--- src/rtl/txr_pkg.sv ---
package txr_pkg;

    // Descriptor flag positions inside the first descriptor word's upper half
    localparam int unsigned FLG_READY = 15;
    localparam int unsigned FLG_WRAP  = 13;
    localparam int unsigned FLG_LAST  = 11;

    typedef enum logic [2:0] {
        ST_IDLE,
        ST_HDR,
        ST_PTR,
        ST_PICK,
        ST_EMIT,
        ST_BYTE,
        ST_WB
    } txr_state_e;

    typedef struct packed {
        logic [15:0] flags;
        logic [15:0] len;
    } txr_hdr_t;

    // Select a byte lane from a big-endian word
    function automatic logic [7:0] be_lane(input logic [31:0] w, input logic [1:0] sel);
        logic [7:0] b;
        case (sel)
            2'd0:    b = w[31:24];
            2'd1:    b = w[23:16];
            2'd2:    b = w[15:8];
            default: b = w[7:0];
        endcase
        return b;
    endfunction

    // Header word written back after consumption: ownership returned
    function automatic logic [31:0] wb_word(input txr_hdr_t h);
        logic [15:0] f;
        f = h.flags;
        f[FLG_READY] = 1'b0;
        return {f, h.len};
    endfunction

endpackage

--- src/rtl/txr_clamp.sv ---
module txr_clamp #(
    parameter int unsigned MAX_FRAME = 2032,
    parameter int unsigned CNT_W     = $clog2(MAX_FRAME + 1)
) (
    input  logic [CNT_W-1:0] fcnt,
    input  logic [15:0]      len,
    output logic [15:0]      take,
    output logic             over
);
    logic [31:0] sum;
    logic [31:0] room;

    always_comb begin
        sum  = 32'(fcnt) + 32'(len);
        room = 32'(MAX_FRAME) - 32'(fcnt);
        over = (sum > 32'(MAX_FRAME));
        take = over ? room[15:0] : len;
    end
endmodule

--- src/rtl/txr_holdback.sv ---
module txr_holdback (
    input  logic       clk,
    input  logic       rst,
    input  logic       cap,
    input  logic [7:0] cap_byte,
    input  logic       send,
    input  logic       send_last,
    input  logic       out_ready,
    output logic       has_byte,
    output logic       out_valid,
    output logic [7:0] out_data,
    output logic       out_last,
    output logic       sent
);
    logic [7:0] pend_q;
    logic       has_q;

    always_ff @(posedge clk) begin
        if (rst) begin
            pend_q <= '0;
            has_q  <= 1'b0;
        end else if (cap) begin
            pend_q <= cap_byte;
            has_q  <= 1'b1;
        end else if (sent) begin
            has_q  <= 1'b0;
        end
    end

    always_comb begin
        has_byte  = has_q;
        out_valid = send && has_q;
        out_data  = pend_q;
        out_last  = send && send_last;
        sent      = out_valid && out_ready;
    end
endmodule

--- src/rtl/txr_ring_engine.sv ---
module txr_ring_engine
    import txr_pkg::*;
#(
    parameter int unsigned ADDR_W    = 32,
    parameter int unsigned MAX_FRAME = 2032
) (
    input  logic              clk,
    input  logic              rst,
    input  logic              enable,
    input  logic              start,
    input  logic              ring_wr,
    input  logic [ADDR_W-1:0] ring_wdata,
    output logic              mem_req,
    output logic              mem_we,
    output logic [ADDR_W-1:0] mem_addr,
    output logic [31:0]       mem_wdata,
    input  logic              mem_ack,
    input  logic [31:0]       mem_rdata,
    output logic              out_valid,
    output logic [7:0]        out_data,
    output logic              out_last,
    input  logic              out_ready,
    output logic              evt_buf,
    output logic              evt_frame,
    output logic              evt_babble,
    output logic              busy
);
    localparam int unsigned CNT_W = $clog2(MAX_FRAME + 1);
    localparam logic [ADDR_W-1:0] ALIGN_MASK = ~ADDR_W'(3);
    localparam logic [ADDR_W-1:0] DESC_STEP  = ADDR_W'(8);
    localparam logic [ADDR_W-1:0] PTR_OFS    = ADDR_W'(4);

    txr_state_e        state_q;
    txr_hdr_t          hdr_q;
    logic [ADDR_W-1:0] base_q;
    logic [ADDR_W-1:0] cur_q;
    logic [ADDR_W-1:0] bptr_q;
    logic [15:0]       take_q;
    logic [CNT_W-1:0]  fcnt_q;

    logic [15:0] c_take;
    logic        c_over;
    logic        hb_cap;
    logic [7:0]  hb_byte;
    logic        hb_has;
    logic        hb_sent;
    logic [ADDR_W-1:0] next_desc;

    txr_clamp #(.MAX_FRAME(MAX_FRAME), .CNT_W(CNT_W)) u_clamp (
        .fcnt (fcnt_q),
        .len  (hdr_q.len),
        .take (c_take),
        .over (c_over)
    );

    assign hb_cap  = (state_q == ST_BYTE) && mem_ack;
    assign hb_byte = be_lane(mem_rdata, bptr_q[1:0]);

    txr_holdback u_hold (
        .clk       (clk),
        .rst       (rst),
        .cap       (hb_cap),
        .cap_byte  (hb_byte),
        .send      (state_q == ST_EMIT),
        .send_last (take_q == 16'd0),
        .out_ready (out_ready),
        .has_byte  (hb_has),
        .out_valid (out_valid),
        .out_data  (out_data),
        .out_last  (out_last),
        .sent      (hb_sent)
    );

    assign next_desc = hdr_q.flags[FLG_WRAP] ? base_q : (cur_q + DESC_STEP);

    // Memory request decode
    always_comb begin
        mem_req   = 1'b0;
        mem_we    = 1'b0;
        mem_addr  = '0;
        mem_wdata = '0;
        case (state_q)
            ST_HDR: begin
                mem_req  = 1'b1;
                mem_addr = cur_q;
            end
            ST_PTR: begin
                mem_req  = 1'b1;
                mem_addr = cur_q + PTR_OFS;
            end
            ST_BYTE: begin
                mem_req  = 1'b1;
                mem_addr = bptr_q & ALIGN_MASK;
            end
            ST_WB: begin
                mem_req   = 1'b1;
                mem_we    = 1'b1;
                mem_addr  = cur_q;
                mem_wdata = wb_word(hdr_q);
            end
            default: ;
        endcase
    end

    assign busy = (state_q != ST_IDLE);

    always_ff @(posedge clk) begin
        if (rst) begin
            state_q    <= ST_IDLE;
            hdr_q      <= '0;
            base_q     <= '0;
            cur_q      <= '0;
            bptr_q     <= '0;
            take_q     <= '0;
            fcnt_q     <= '0;
            evt_buf    <= 1'b0;
            evt_frame  <= 1'b0;
            evt_babble <= 1'b0;
        end else begin
            evt_buf    <= 1'b0;
            evt_frame  <= 1'b0;
            evt_babble <= 1'b0;

            if (ring_wr) begin
                base_q <= ring_wdata & ALIGN_MASK;
                if (state_q == ST_IDLE) cur_q <= ring_wdata & ALIGN_MASK;
            end

            case (state_q)
                ST_IDLE: begin
                    if (start && enable) state_q <= ST_HDR;
                end
                ST_HDR: begin
                    if (mem_ack) begin
                        hdr_q   <= txr_hdr_t'(mem_rdata);
                        state_q <= mem_rdata[16 + FLG_READY] ? ST_PTR : ST_IDLE;
                    end
                end
                ST_PTR: begin
                    if (mem_ack) begin
                        bptr_q     <= mem_rdata[ADDR_W-1:0];
                        take_q     <= c_take;
                        fcnt_q     <= fcnt_q + CNT_W'(c_take);
                        evt_babble <= c_over;
                        state_q    <= ST_PICK;
                    end
                end
                ST_PICK: begin
                    if (take_q != 16'd0)
                        state_q <= hb_has ? ST_EMIT : ST_BYTE;
                    else if (hdr_q.flags[FLG_LAST] && hb_has)
                        state_q <= ST_EMIT;
                    else
                        state_q <= ST_WB;
                end
                ST_EMIT: begin
                    if (hb_sent) state_q <= ST_PICK;
                end
                ST_BYTE: begin
                    if (mem_ack) begin
                        bptr_q  <= bptr_q + ADDR_W'(1);
                        take_q  <= take_q - 16'd1;
                        state_q <= ST_PICK;
                    end
                end
                ST_WB: begin
                    if (mem_ack) begin
                        evt_buf <= 1'b1;
                        if (hdr_q.flags[FLG_LAST]) begin
                            evt_frame <= 1'b1;
                            fcnt_q    <= '0;
                        end
                        cur_q   <= next_desc;
                        state_q <= ST_HDR;
                    end
                end
                default: state_q <= ST_IDLE;
            endcase
        end
    end
endmodule

--- config.mk ---
export PLATFORM = sky130hd
export DESIGN_NAME = txr_ring_engine
export DESIGN_NICKNAME = d
export VERILOG_FILES = /design/src/rtl/txr_pkg.sv /design/src/rtl/txr_clamp.sv /design/src/rtl/txr_holdback.sv /design/src/rtl/txr_ring_engine.sv
export SDC_FILE = /design/constraint.sdc
export NUM_CORES = 1
export LEC_CHECK = 0
export ABC_AREA = 1
export BUFFER_PORTS_ARGS = -buffer_cell sky130_fd_sc_hd__buf_2
export CORE_MARGIN = 2
export CORE_UTILIZATION = 42
export DETAILED_ROUTE_END_ITERATION = 10
export HOLD_SLACK_MARGIN = 0.05
export PLACE_DENSITY = 0.67
export REMOVE_ABC_BUFFERS = 1
export SETUP_SLACK_MARGIN = 0.02
export SYNTH_ARGS = -nofsm -noshare
export SYNTH_HDL_FRONTEND = slang
export SYNTH_SLANG_ARGS = --single-unit
--- constraint.sdc ---
create_clock -name clk -period 4.2 [get_ports clk]
set_input_delay 0.21 -clock clk [delete_from_list [all_inputs] [get_ports clk]]
set_output_delay 0.21 -clock clk [all_outputs]
set_load 0.02 [all_outputs]
* After elaboration in Yosys (flattened, before gate mapping)
Cells that the tools add are included.
** Operators by class
- Equality and inequality tests :: 16
- Order comparisons :: 1
- Add/subtract/negate cells :: 7
- Reduce and logical (&&, ||, !) cells :: 24
- Bitwise operators :: 3
- Mux-type cells :: 35
** Operators with widths (count)
- 2-to-1 mux 32 bit :: 7
- one-hot mux 32 bit (3 select lines) :: 1
- one-hot mux 32 bit (2 select lines) :: 1
- 2-to-1 mux 16 bit :: 3
- 2-to-1 mux 11 bit :: 3
- adder 32 x 1 -> 32 bit (second input constant) :: 1
- adder 32 x 3 -> 32 bit (second input constant) :: 1
- adder 32 x 4 -> 32 bit (second input constant) :: 1
- > comparator 32 x 11 -> 1 bit (second input constant) :: 1
- one-hot mux 16 bit (2 select lines) :: 1
- 2-to-1 mux 31 bit :: 1
- one-hot mux 8 bit (3 select lines) :: 1
- one-hot mux 11 bit (2 select lines) :: 1
- one-hot mux 3 bit (6 select lines) :: 1
- adder 11 x 16 -> 17 bit :: 1
- logical NOT 16 bit :: 1
- nonzero test 16 bit :: 1
- subtractor 16 x 1 -> 16 bit (second input constant) :: 1
- 2-to-1 mux 3 bit :: 5
- != test 2 bit (second input constant) :: 6
- subtractor 11 x 11 -> 12 bit (first input constant) :: 1
- adder 11 bit :: 1
- equality test 3 bit (second input constant) :: 3
- 2-to-1 mux 1 bit :: 7
- other kinds (19) :: 35
** Word-level totals
- Register bits after elaboration :: 167
- Output and inout port bits :: 80

* Longest topological paths before layout
Gate-level depths: netlist (run 1).
- Depth after elaboration :: 6
- Mapped depth :: 29
- Gate-level depth less buffers :: 28

* By module
From an unflattened synthesis (run 1), not the netlist that was laid out.
** Second synthesis, totals
- Cell total of the unflattened synthesis :: 2037
- Area, all modules :: 12233.0 um2
** By module, submodules not included
- txr_ring_engine :: area an instance 10471.3 um2, cells each 1711, seq. area each 3163.0 um2, instances 1
- txr_clamp :: area an instance 1387.6 um2, cells each 280, seq. area each 0.0 um2, instances 1
- txr_holdback :: area an instance 374.1 um2, cells each 46, seq. area each 180.2 um2, instances 1

* Worst setup path after synthesis (run 1)
No wires, ideal clock.
- Path kind :: reg2reg
- Start :: reg fcnt_q[0]
- End :: reg fcnt_q[9]
- Arrival time :: 3494 ps
- Slack :: 636 ps
- Setup time :: 70 ps
- Cell stages (with the launch flop) :: 27
- Required time :: 4130 ps
- Cells stage by stage :: dfxtp_1 -> ha_1 -> fa_1 -> or2_2 -> nor2_1 -> nand3_1 -> nand2_1 -> nor2_1 -> nand2_1 -> nor2_2 -> nand2_2 -> nand3_4 -> buf_6 -> nand2_1 -> o21ai_2 -> ha_1 -> a21oi_1 -> o21ai_0 -> a21oi_1 -> nor2_1 -> o21ai_0 -> nand2_1 -> a21oi_1 -> o21bai_1 -> a21oi_1 -> o21ai_0 -> a21oi_1
** Between the ends
- Longest elaborated chain between the ends :: 6
- Elaborated cells on any way between the ends :: 7
- Classes of those cells :: add/sub (3); order compare (1); mux (3)
** Ends and longest elaborated chain
- start, declared :: RTL line txr_ring_engine.sv:39 : logic [CNT_W-1:0] fcnt_q;
- start signal, assigned :: RTL line txr_ring_engine.sv:143 : fcnt_q <= fcnt_q + CNT_W'(c_take);
- adder 11 x 16 -> 17 bit :: RTL line txr_clamp.sv:14 : sum = 32'(fcnt) + 32'(len);
- > comparator 32 x 11 -> 1 bit :: RTL line txr_clamp.sv:16 : over = (sum > 32'(MAX_FRAME));
- 2-to-1 mux 16 bit :: RTL line txr_clamp.sv:17 : take = over ? room[15:0] : len;
- adder 11 bit (*) :: RTL line txr_ring_engine.sv:143
- 2-to-1 mux 11 bit (*) :: RTL line txr_ring_engine.sv:140 : if (mem_ack) begin
- one-hot mux 11 bit (2 select lines) (*) :: RTL line txr_ring_engine.sv:129 : case (state_q)
Mark *: on every way between the ends. The rest lies on a longest branch, timed or not. The select of a mux whose other input is x is not followed.
A chain may end at the register's enable or synchronous reset.

* Worst setup path after layout (run 1)
- Start :: reg fcnt_q[10]
- End :: reg fcnt_q[9]
** Between the ends
- Longest elaborated chain between the ends :: 6
** Ends and longest elaborated chain (RTL line)
- adder 11 x 16 -> 17 bit :: txr_clamp.sv:14
- > comparator 32 x 11 -> 1 bit :: txr_clamp.sv:16
- 2-to-1 mux 16 bit :: txr_clamp.sv:17
- adder 11 bit :: txr_ring_engine.sv:143
- 2-to-1 mux 11 bit :: txr_ring_engine.sv:140
- one-hot mux 11 bit (2 select lines) :: txr_ring_engine.sv:129
No other way between the ends. The select of a mux whose other input is x is not followed.

==> results of run 1 <==
logic make-up (layout without fill, tap and decap cells):
| group | after synthesis | after routing |
|---|---|---|
| other cells | 1 | 1 |
| buf+inv | 321 | 473 |
| xor+xnor | 32 | 32 |
| compound gates | 495 | 495 |
| fa+ha+maj | 31 | 31 |
| flops | 167 | 167 |
| simple gates | 721 | 722 |
final cells by class:
| class | instances | share of cell area [%] |
|---|---|---|
| clock buffer | 17 | 3.195 |
| clock inverter | 14 | 1.391 |
| inverter | 236 | 6.654 |
| multi-input combinational | 1281 | 51.00 |
| sequential | 167 | 25.15 |
| tap | 341 | 3.205 |
| timing repair buffer | 206 | 9.408 |
worst min-delay path: cells and delay by family:
kind                   cells  cell delay (ns)
AO/OA/AOI/OAI              2             0.17
buffers and inverters      1             0.09
power breakdown:
part	switching [mW]	total, mW	internal, mW
Sequential	0.281	2.14	1.86
Combinational	1.79	2.70	0.907
Clock	0.749	1.70	0.950
synth_stat cells (all sizes together) (5+ instances only):
library cell  number  area [um^2]
nand2            357         1365
inv              233        874.6
nor2             190        763.2
o21ai            186        957.2
dfxtp            167         3343
a21oi            165        837.1
nand3             78        402.9
clkbuf            61        229.0
nor3              48        275.3
a31oi             30        187.7
ha                29        362.9
buf               24        130.1
o221ai            24        210.2
xor2              24        210.2
o211ai            22        165.2
nand4             21        143.9
a22oi             10        75.07
nor4              10        62.56
a211oi             9        67.56
a221oi             9        78.83
a31o               8        70.07
xnor2              8        70.07
nand3b             7        52.55
or2                7        43.79
o22ai              6        37.54
o31ai              6        45.04
o2111ai            5        43.79
registers in the layout (all words and copies together), names as in the netlist, 3 cells and up:
register	flops
state_q	3
take_q	16
base_q	30
fcnt_q	11
hdr_q	31
cur_q	32
u_hold.out_data	8
bptr_q	32
how the worst min path moves through the flow:
stage	start	to	slack [ns]
final	ring_wdata[16]	base_q[16]	0.07
after global routing	ring_wdata[5]	base_q[5]	0.09
after CTS	ring_wdata[5]	base_q[5]	0.05
after detailed placement	cur_q[1]	cur_q[1]	0.44
after global placement	cur_q[0]	cur_q[0]	0.44
after floorplan	rst	base_q[11]	0.28
per-layer routing:
layer  up-vias  wire length, um
met1      5783            17020
met2       533            18500
met3       109             2635
met5         -                0
met4         0             1645
li1       6229                -
per-stage QoR:
step | instance area, um^2 | setup WS (ns)
after floorplan | 10950 | 0.04166
after global placement | 12320 | 0.3599
after detailed placement | 12320 | 0.2801
after CTS | 13210 | 0.2497
after global routing | 13310 | -0.02659
final | 13310 | 0.2776
timing repair:
action                                  4_1_cts  5_1_grt
setup buffers                                 0        4
endpoints found under the setup margin        0        3
resized for setup                             0       17
hold endpoints to repair                     33        0
hold buffers                                 28        0
==> results.md, run 1 <==
- The flow ran to the end, and the final reports show no timing, DRC or antenna violations.
- The effective utilization at floorplan is 42.30%.
- VDD sags by at most 0.3054 mV.
- The die footprint is 28,250 um^2.
- The routed wire length is 39.80 mm.
- The via count of the first global-routing pass came to 11.73k.
- The portion of synthesized area spent on multiplexers is 0%.
- The clock tree from TritonCTS is done.
- Counting cells, the worst reg-to-reg path comes to 22.
- The detailed router placed 12.65k vias in this run.
- For met3 alone, demand over resource in global routing was 3.056%.
- The synthesized-area fraction occupied by and/or/nand/nor cells is 27.68%.
- The repair_antennas step left the layout with diodes totalling 0.
- For the finished layout, the period the worst path requires is 3.922 ns.
- The number of rows in the core area is 60.
- After detailed routing, the number of remaining DRC violations is 0.
- The share of cells above drive strength 1 is 14.94%.
- The final core utilization is 49.81%.
- In this run the worst path has a maximum fanout of 6.
- Summed over all nets, the half-perimeter wirelength after detailed placement is 29.64 mm.
- The cell area that synthesis handed to floorplanning was 11,310 um^2.
- The slowest stage of the critical path belongs to the cell sky130_fd_sc_hd__dfxtp_1.
- In the global route stage, met1 resource usage came out at 36.09%.
- The count of pins over their slew limit is 0.
- The post-synthesis share of cell area spent on full adders, half adders and majority gates is 3.564%.
- The data required time of the worst path is 4.56 ns.
- Counting instances, the worst hold path has a depth of 3.
- The layout-stage area growth over the synthesis result is 17.75%.
- For flop-to-flop paths, the worst setup slack is 0.28 ns.
- Once detail routing completed, the nets flagged for antenna violations numbered 0.
- The area taken by flip-flops and latches is 3348 um^2.
- The share of synthesized flip-flops with an asynchronous set or reset is 0%.
- In this run the critical register-to-register path is captured at fcnt_q[9].
- The origin of the worst setup path is fcnt_q[10].
- Setup total negative slack on the finished layout was measured at 0 ns.
- Overall power consumption after layout is estimated at 6.534 mW.
- In this run the most used layer during global routing was met2.
- Yosys mapped a number of flops with a built-in enable equal to 0.
- The hold violation total from the final report was 0.
- The largest single stage delay on the critical path is 0.46 ns.
- The first-pass iteration count of the detailed router is 7.
- In this run the vertical extent of the chip is 168.1 um.
- The number of sinks on the clock net is 167.
- In this design, the critical path's most frequently occurring cell is sky130_fd_sc_hd__a21oi_1.
- The count of synthesis-stage warnings from yosys is 0.
- The cell family contributing the most delay on the critical path is compound AO/OA/AOI/OAI gates.
- The number of vias per cell is 5.594.
- At the pin with the least slew margin, the transition time is 1.038 ns.
- Across the run, the number of max-cap violations was 0.
- Counting the buffers created by CTS gives 17.
- The sequential area share after synthesis is 29.57%.
- The analysis attributes to cell leakage a power of 5.649 nW.
- From left edge to right edge, the die measures 168.1 um.
- The total area of multi-input combinational cells is 6789 um^2.
- Setup repair after global routing could not meet its margin everywhere.
- Including well taps, the total number of placed cells is 2,198.
- The worst register-to-register path begins at fcnt_q[10].
- The core region is 26,730 um^2.
- On the final layout, the worst clock skew is 0.01282 ns.
- The path class of the tightest hold or removal check is in -> reg.
- After layout, the worst path uses 93.39% of the clock period.
- Hold timing on the final database bottoms out at a slack of 0.06759 ns.
- Data arrives at the worst endpoint at 4.28 ns.
- Entering global routing, the biggest net connects 63 pins.
- The layout has 2,818 filler cells.
- The maximum root-to-sink buffer count is 2.
- The synthesized netlist devotes 2.479% of its cell area to XOR and XNOR gates.
- The capture point of the critical path is fcnt_q[9].
- The number of standard cells in the final layout excluding fillers is 2,262.
- The initial antenna violation count is 0.
- The final global-route overflow total is 0.
- Headroom to the max-slew limit came out at 30.16%.
- In the global route stage, met2 resource usage came out at 46.71%.
- Traced cell by cell, the critical path runs through ha_1 > a21o_1 > a21oi_1 > nand3_1 > nand3_1 > nand3_1 > nor2_4 > nand3_4 > nand2_4 > o21ai_4 > ha_1 > inv_1 > nor3_1 > a21oi_1 > nor2_1 > o21ai_0 > nand2_1 > a21oi_1 > o21bai_1 > a21oi_1 > o21ai_1 > a21oi_1.
- The register clock-pin slew on the reported worst setup and hold paths is 0.07 ns.
- The count of nets after finishing is 2,011.
- The total setup violations reported at the end of the flow is 0.
- The worst setup path is captured at a flop.
- The critical path is of the reg -> reg type.
- The initial DRC count is 1,163.
- The critical path launch point type is a flop.
- For this run, the leading register cell type out of synthesis is sky130_fd_sc_hd__dfxtp_1.
- Summing the areas of all compound-gate instances in the mapped netlist gives 25.66% of the synthesized area.
- 151 I/O pins were placed.
- The library cell used most frequently in the layout, excluding fill and tap cells, is sky130_fd_sc_hd__nand2_1.
- The clock reaches the later pin of the worst-skew pair after 0.44 ns.
- The number of buffers and inverters on the critical path is 1.
- The mean instance size in the synthesized netlist is 6.395 um^2.
- Derived from the worst setup path, the maximum achievable clock frequency is 0.2549 GHz.
- The critical path depth in cells is 22.
- The clock root buffer is sky130_fd_sc_hd__clkbuf_16.
- In the final routed layout, each cell accounts on average for 17.59 um.
- The number of port buffers is 147.
- In this run the power density over the cells is 490.8 nW/um^2.
- The combinational family with the most area after synthesis is simple AND/OR/NAND/NOR gates.
- In this run the number of H-tree levels came out at 4.
- Synthesis inferred 167 register bits.
- The synthesized netlist contains 61 unique library cells.
- Leaving out fill and tap cells, the most frequent cells in the layout are sky130_fd_sc_hd__nand2_1 (343), sky130_fd_sc_hd__inv_1 (223), sky130_fd_sc_hd__nor2_1 (176), sky130_fd_sc_hd__o21ai_0 (165), sky130_fd_sc_hd__dfxtp_1 (165).
- The final weighted congestion of routability-driven global placement is 0.9784.
- The first global-routing pass estimated 62.67 mm of wire.
- Global routing used 27.81% of the available tracks across all layers.
- The cell count after synthesis is 1,768.
Power figures use the tool's default switching activity.
==> run 2, diff against run 1 <==
--- a/config.mk
+++ b/config.mk
@@ -7,6 +7,7 @@
 export LEC_CHECK = 0
 export ABC_AREA = 1
 export BUFFER_PORTS_ARGS = -buffer_cell sky130_fd_sc_hd__buf_2
+export CORE_ASPECT_RATIO = 1.25
 export CORE_MARGIN = 2
 export CORE_UTILIZATION = 42
 export DETAILED_ROUTE_END_ITERATION = 10
==> run 2 against run 1 <==
Effect of this change: sequential cell count did not move; clock skew rose by 0.0053 ns; largest cell class unchanged; hold slack got worse by 0.0047 ns; cell area rose by 0.10%; final cell count rose by 0.49%.
==> results.md, run 2 (synthesis gave the netlist of run 1 again) <==
- The highest clock rate is 0.2588 GHz.
- The number of vias per cell is 5.561.
- The clock root buffer is sky130_fd_sc_hd__clkbuf_16.
- The arrival time of the worst setup path is 4.25 ns.
- The filler cell count in the final layout is 2,806.
- Leaving out fill and tap cells, the most frequent cells in the layout are sky130_fd_sc_hd__nand2_1 (345), sky130_fd_sc_hd__inv_1 (223), sky130_fd_sc_hd__nor2_1 (176), sky130_fd_sc_hd__o21ai_0 (166), sky130_fd_sc_hd__dfxtp_1 (165).
- The signal on the critical path passes through ha_1 > fa_2 > or2_2 > nor2_1 > nand3_1 > nand2_1 > nor2_1 > nand2_1 > nor2_2 > nand2_2 > nand3_4 > buf_4 > o21ai_2 > ha_1 > inv_1 > fa_1 > inv_1 > a21oi_1 > nor2_1 > o21ai_1 > nand3_1 > nand3_1 > a21oi_1.
- The height of the die is 187.4 um.
- The gate family responsible for the most delay along the worst path is simple AND/OR/NAND/NOR gates.
- The count of max-cap constraint violations is 0.
- In this run, CTS created clock tree buffers numbering 17.
- At the end of routability-driven placement, the weighted congestion stood at 0.9741.
- The CTS H-tree depth is 4.
- The final critical delay including setup and external delays is 3.864 ns.
- The setup slack at placement is 0.3122 ns.
- The total area of multi-input combinational cells is 6775 um^2.
- For this run, the post-layout net count is 2,016.
- After detailed routing, the number of remaining DRC violations is 0.
- Buffers placed on the I/O ports in this run total 147.
- The startpoint of the worst hold path is ring_wdata[24].
- By startpoint and endpoint, the worst setup path is classified as reg -> reg.
- The wire-length estimate of the detail-placed layout is 30.38 mm.
- The total track usage is 28.45%.
- The launch point of the worst reg-to-reg path is fcnt_q[0].
- STA puts the critical path data required time at 4.59 ns.
- In this run, the number of DRC markers left after iteration 0 of detailed routing was 861.
- Setup violations remaining at the end of the flow were counted as 0.
- The min-delay analysis places its worst path in the category in -> reg.
- The register-to-register setup slack is 0.34 ns.
- The worst setup path is captured at a flop.
- The count of vias placed by the detailed router is 12.64k.
- Setup repair after global routing left no endpoint under its margin.
- On the final layout, the worst clock skew is 0.01812 ns.
- The die covers 28,250 um^2.
- The worst relative slew slack is 28.13%.
- The number of sinks on the clock net is 167.
- The routed wire length is 40.40 mm.
- The residual antenna-violating net count after detailed routing is 0.
- The cell depth of the worst flop-to-flop path is 23.
- In the final layout, the share of cells above drive strength 1 is 15.00%.
- The critical path's slowest cell is sky130_fd_sc_hd__fa_2.
- The hold violation total from the final report is 0.
- 151 I/O pins were placed.
- No sink is reached through more buffers than the 2 on the longest clock path.
- The worst path meets setup with 0.3362 ns of slack.
- The flow ran to the end, and the final reports show no timing, DRC or antenna violations.
- Entering global routing, the biggest net connects 69 pins.
- The path with the worst hold slack has its endpoint at base_q[24].
- The first-pass iteration count of the detailed router is 5.
- The commonest non-fill, non-tap cell in the layout is sky130_fd_sc_hd__nand2_1.
- The average wire per cell in the routed design is 17.77 um.
- In this run the power density over the cells is 484.7 nW/um^2.
- The register clock-pin slew on the reported worst setup and hold paths is 0.08 ns.
- For this configuration, the core starts out at a cell density of 42.41%.
- TritonCTS built the clock tree.
- In this run the critical register-to-register path is captured at fcnt_q[8].
- The count of pins over their slew limit came to 0.
- The initial antenna violation count was 1.
- The die is 150.7 um wide.
- The total overflow left after global routing is 0.
- The floorplan has 67 rows.
- The number of buffers and inverters on the critical path is 3.
- The clock reaches the later pin of the worst-skew pair after 0.45 ns.
- The largest registers in the layout are bptr_q x32, cur_q x32, hdr_q x31.
- From synthesis to final layout, the design area changed by 17.87%.
- Summed over all cells, the static leakage comes to 5.664 nW.
- The worst hold path depth is 3.
- The final hold slack is 0.06291 ns.
- On the worst path, the slowest cell contributes a delay of 0.43 ns.
- The final setup TNS is 0 ns.
- The final core utilization is 49.99%.
- Of all nets on the critical path, the largest fanout is 5.
- For the pin with the worst max-slew slack, the measured transition is 1.068 ns.
- The share of the clock period used by the worst path is 91.99%.
- The core area is 26,660 um^2.
- The via count of the first global-routing pass was 11.90k.
- The global-route wire length before repair is 62.95 mm.
- The critical path launch point type is a flop.
- Across the VDD grid, the largest voltage drop is 0.2866 mV.
- The sequential cells in the finished layout cover a total of 3346 um^2.
- The completed layout was analyzed and its total power is 6.460 mW.
run 2: cell types whose count changed in the layout (fill, tap and decap cells not counted), moves of 2 or more:
cell                       before  now
sky130_fd_sc_hd__buf_4         30   35
sky130_fd_sc_hd__clkbuf_8       0    2
sky130_fd_sc_hd__inv_6          6    4
sky130_fd_sc_hd__nand2_1      343  345
sky130_fd_sc_hd__o21ai_2        5    7
sky130_fd_sc_hd__o21ai_4        2    0
run 2: final cells by class:
cell class,instances,share of cell area (%)
Multi-Input combinational cell,1281,50.84
Sequential cell,167,25.11
Timing Repair Buffer,211,9.671
Inverter,236,6.647
Clock buffer,20,3.427
Tap cell,345,3.239
Clock inverter,12,1.052
Antenna cell,1,0.01878
run 2: metal layers:
layer	up-vias	global-route usage (%)	share of wire [%]	routed length, um
met5	-	0	0.027	11
met3	122	4.244	5.5	2204
met4	2	15.20	5.4	2166
met1	5830	33.17	40	16130
li1	6236	-	-	-
met2	450	49.55	49	19890
run 2: report_power, final:
part	total [mW]	leakage, nW	internal (mW)	switching [mW]
Clock	1.64	0.284	0.917	0.726
Combinational	2.68	4.01	0.900	1.78
Sequential	2.13	1.37	1.86	0.275
run 2: how the worst max path moves through the flow:
stage | from | endpoint | slack, ns | cells after the start
3_3_place_gp | fcnt_q[0] | fcnt_q[9] | 0.33 | 24
3_5_place_dp | fcnt_q[0] | fcnt_q[9] | 0.31 | 24
6_report | fcnt_q[0] | fcnt_q[8] | 0.34 | 23
5_1_grt | fcnt_q[9] | fcnt_q[9] | 0.01 | 23
2_1_floorplan | state_q[0] | bptr_q[4] | 0.04 | 9
4_1_cts | fcnt_q[0] | fcnt_q[9] | 0.28 | 24
run 2: repair_timing:
action / CTS / global route
hold endpoints to repair: 35 / 0
buffers inserted: 0 / 2
resized for setup: 0 / 9
hold buffers: 29 / 0
endpoints found under the setup margin: 0 / 3
run 2: through the flow:
| step | cells | instance area, um^2 |
|---|---|---|
| final | 2273 | 13330 |
| after global routing | 2272 | 13320 |
| after CTS | 2269 | 13260 |
| after detailed placement | 2208 | 12370 |
| after global placement | 2208 | 12370 |
| after floorplan | 1683 | 10950 |
run 2: worst reg2reg max path, stage by stage, from the launching register on:
cell                      delay (ns)
sky130_fd_sc_hd__dfxtp_2        0.37
sky130_fd_sc_hd__ha_1           0.19
sky130_fd_sc_hd__fa_2           0.43
sky130_fd_sc_hd__or2_2          0.30
sky130_fd_sc_hd__nor2_1         0.11
sky130_fd_sc_hd__nand3_1        0.08
sky130_fd_sc_hd__nand2_1        0.06
sky130_fd_sc_hd__nor2_1         0.04
sky130_fd_sc_hd__nand2_1        0.08
sky130_fd_sc_hd__nor2_2         0.04
sky130_fd_sc_hd__nand2_2        0.14
sky130_fd_sc_hd__nand3_4        0.13
sky130_fd_sc_hd__buf_4          0.18
sky130_fd_sc_hd__o21ai_2        0.14
sky130_fd_sc_hd__ha_1           0.22
sky130_fd_sc_hd__inv_1          0.09
sky130_fd_sc_hd__fa_1           0.41
sky130_fd_sc_hd__inv_1          0.15
sky130_fd_sc_hd__a21oi_1        0.10
sky130_fd_sc_hd__nor2_1         0.16
sky130_fd_sc_hd__o21ai_1        0.10
sky130_fd_sc_hd__nand3_1        0.08
sky130_fd_sc_hd__nand3_1        0.08
sky130_fd_sc_hd__a21oi_1        0.13
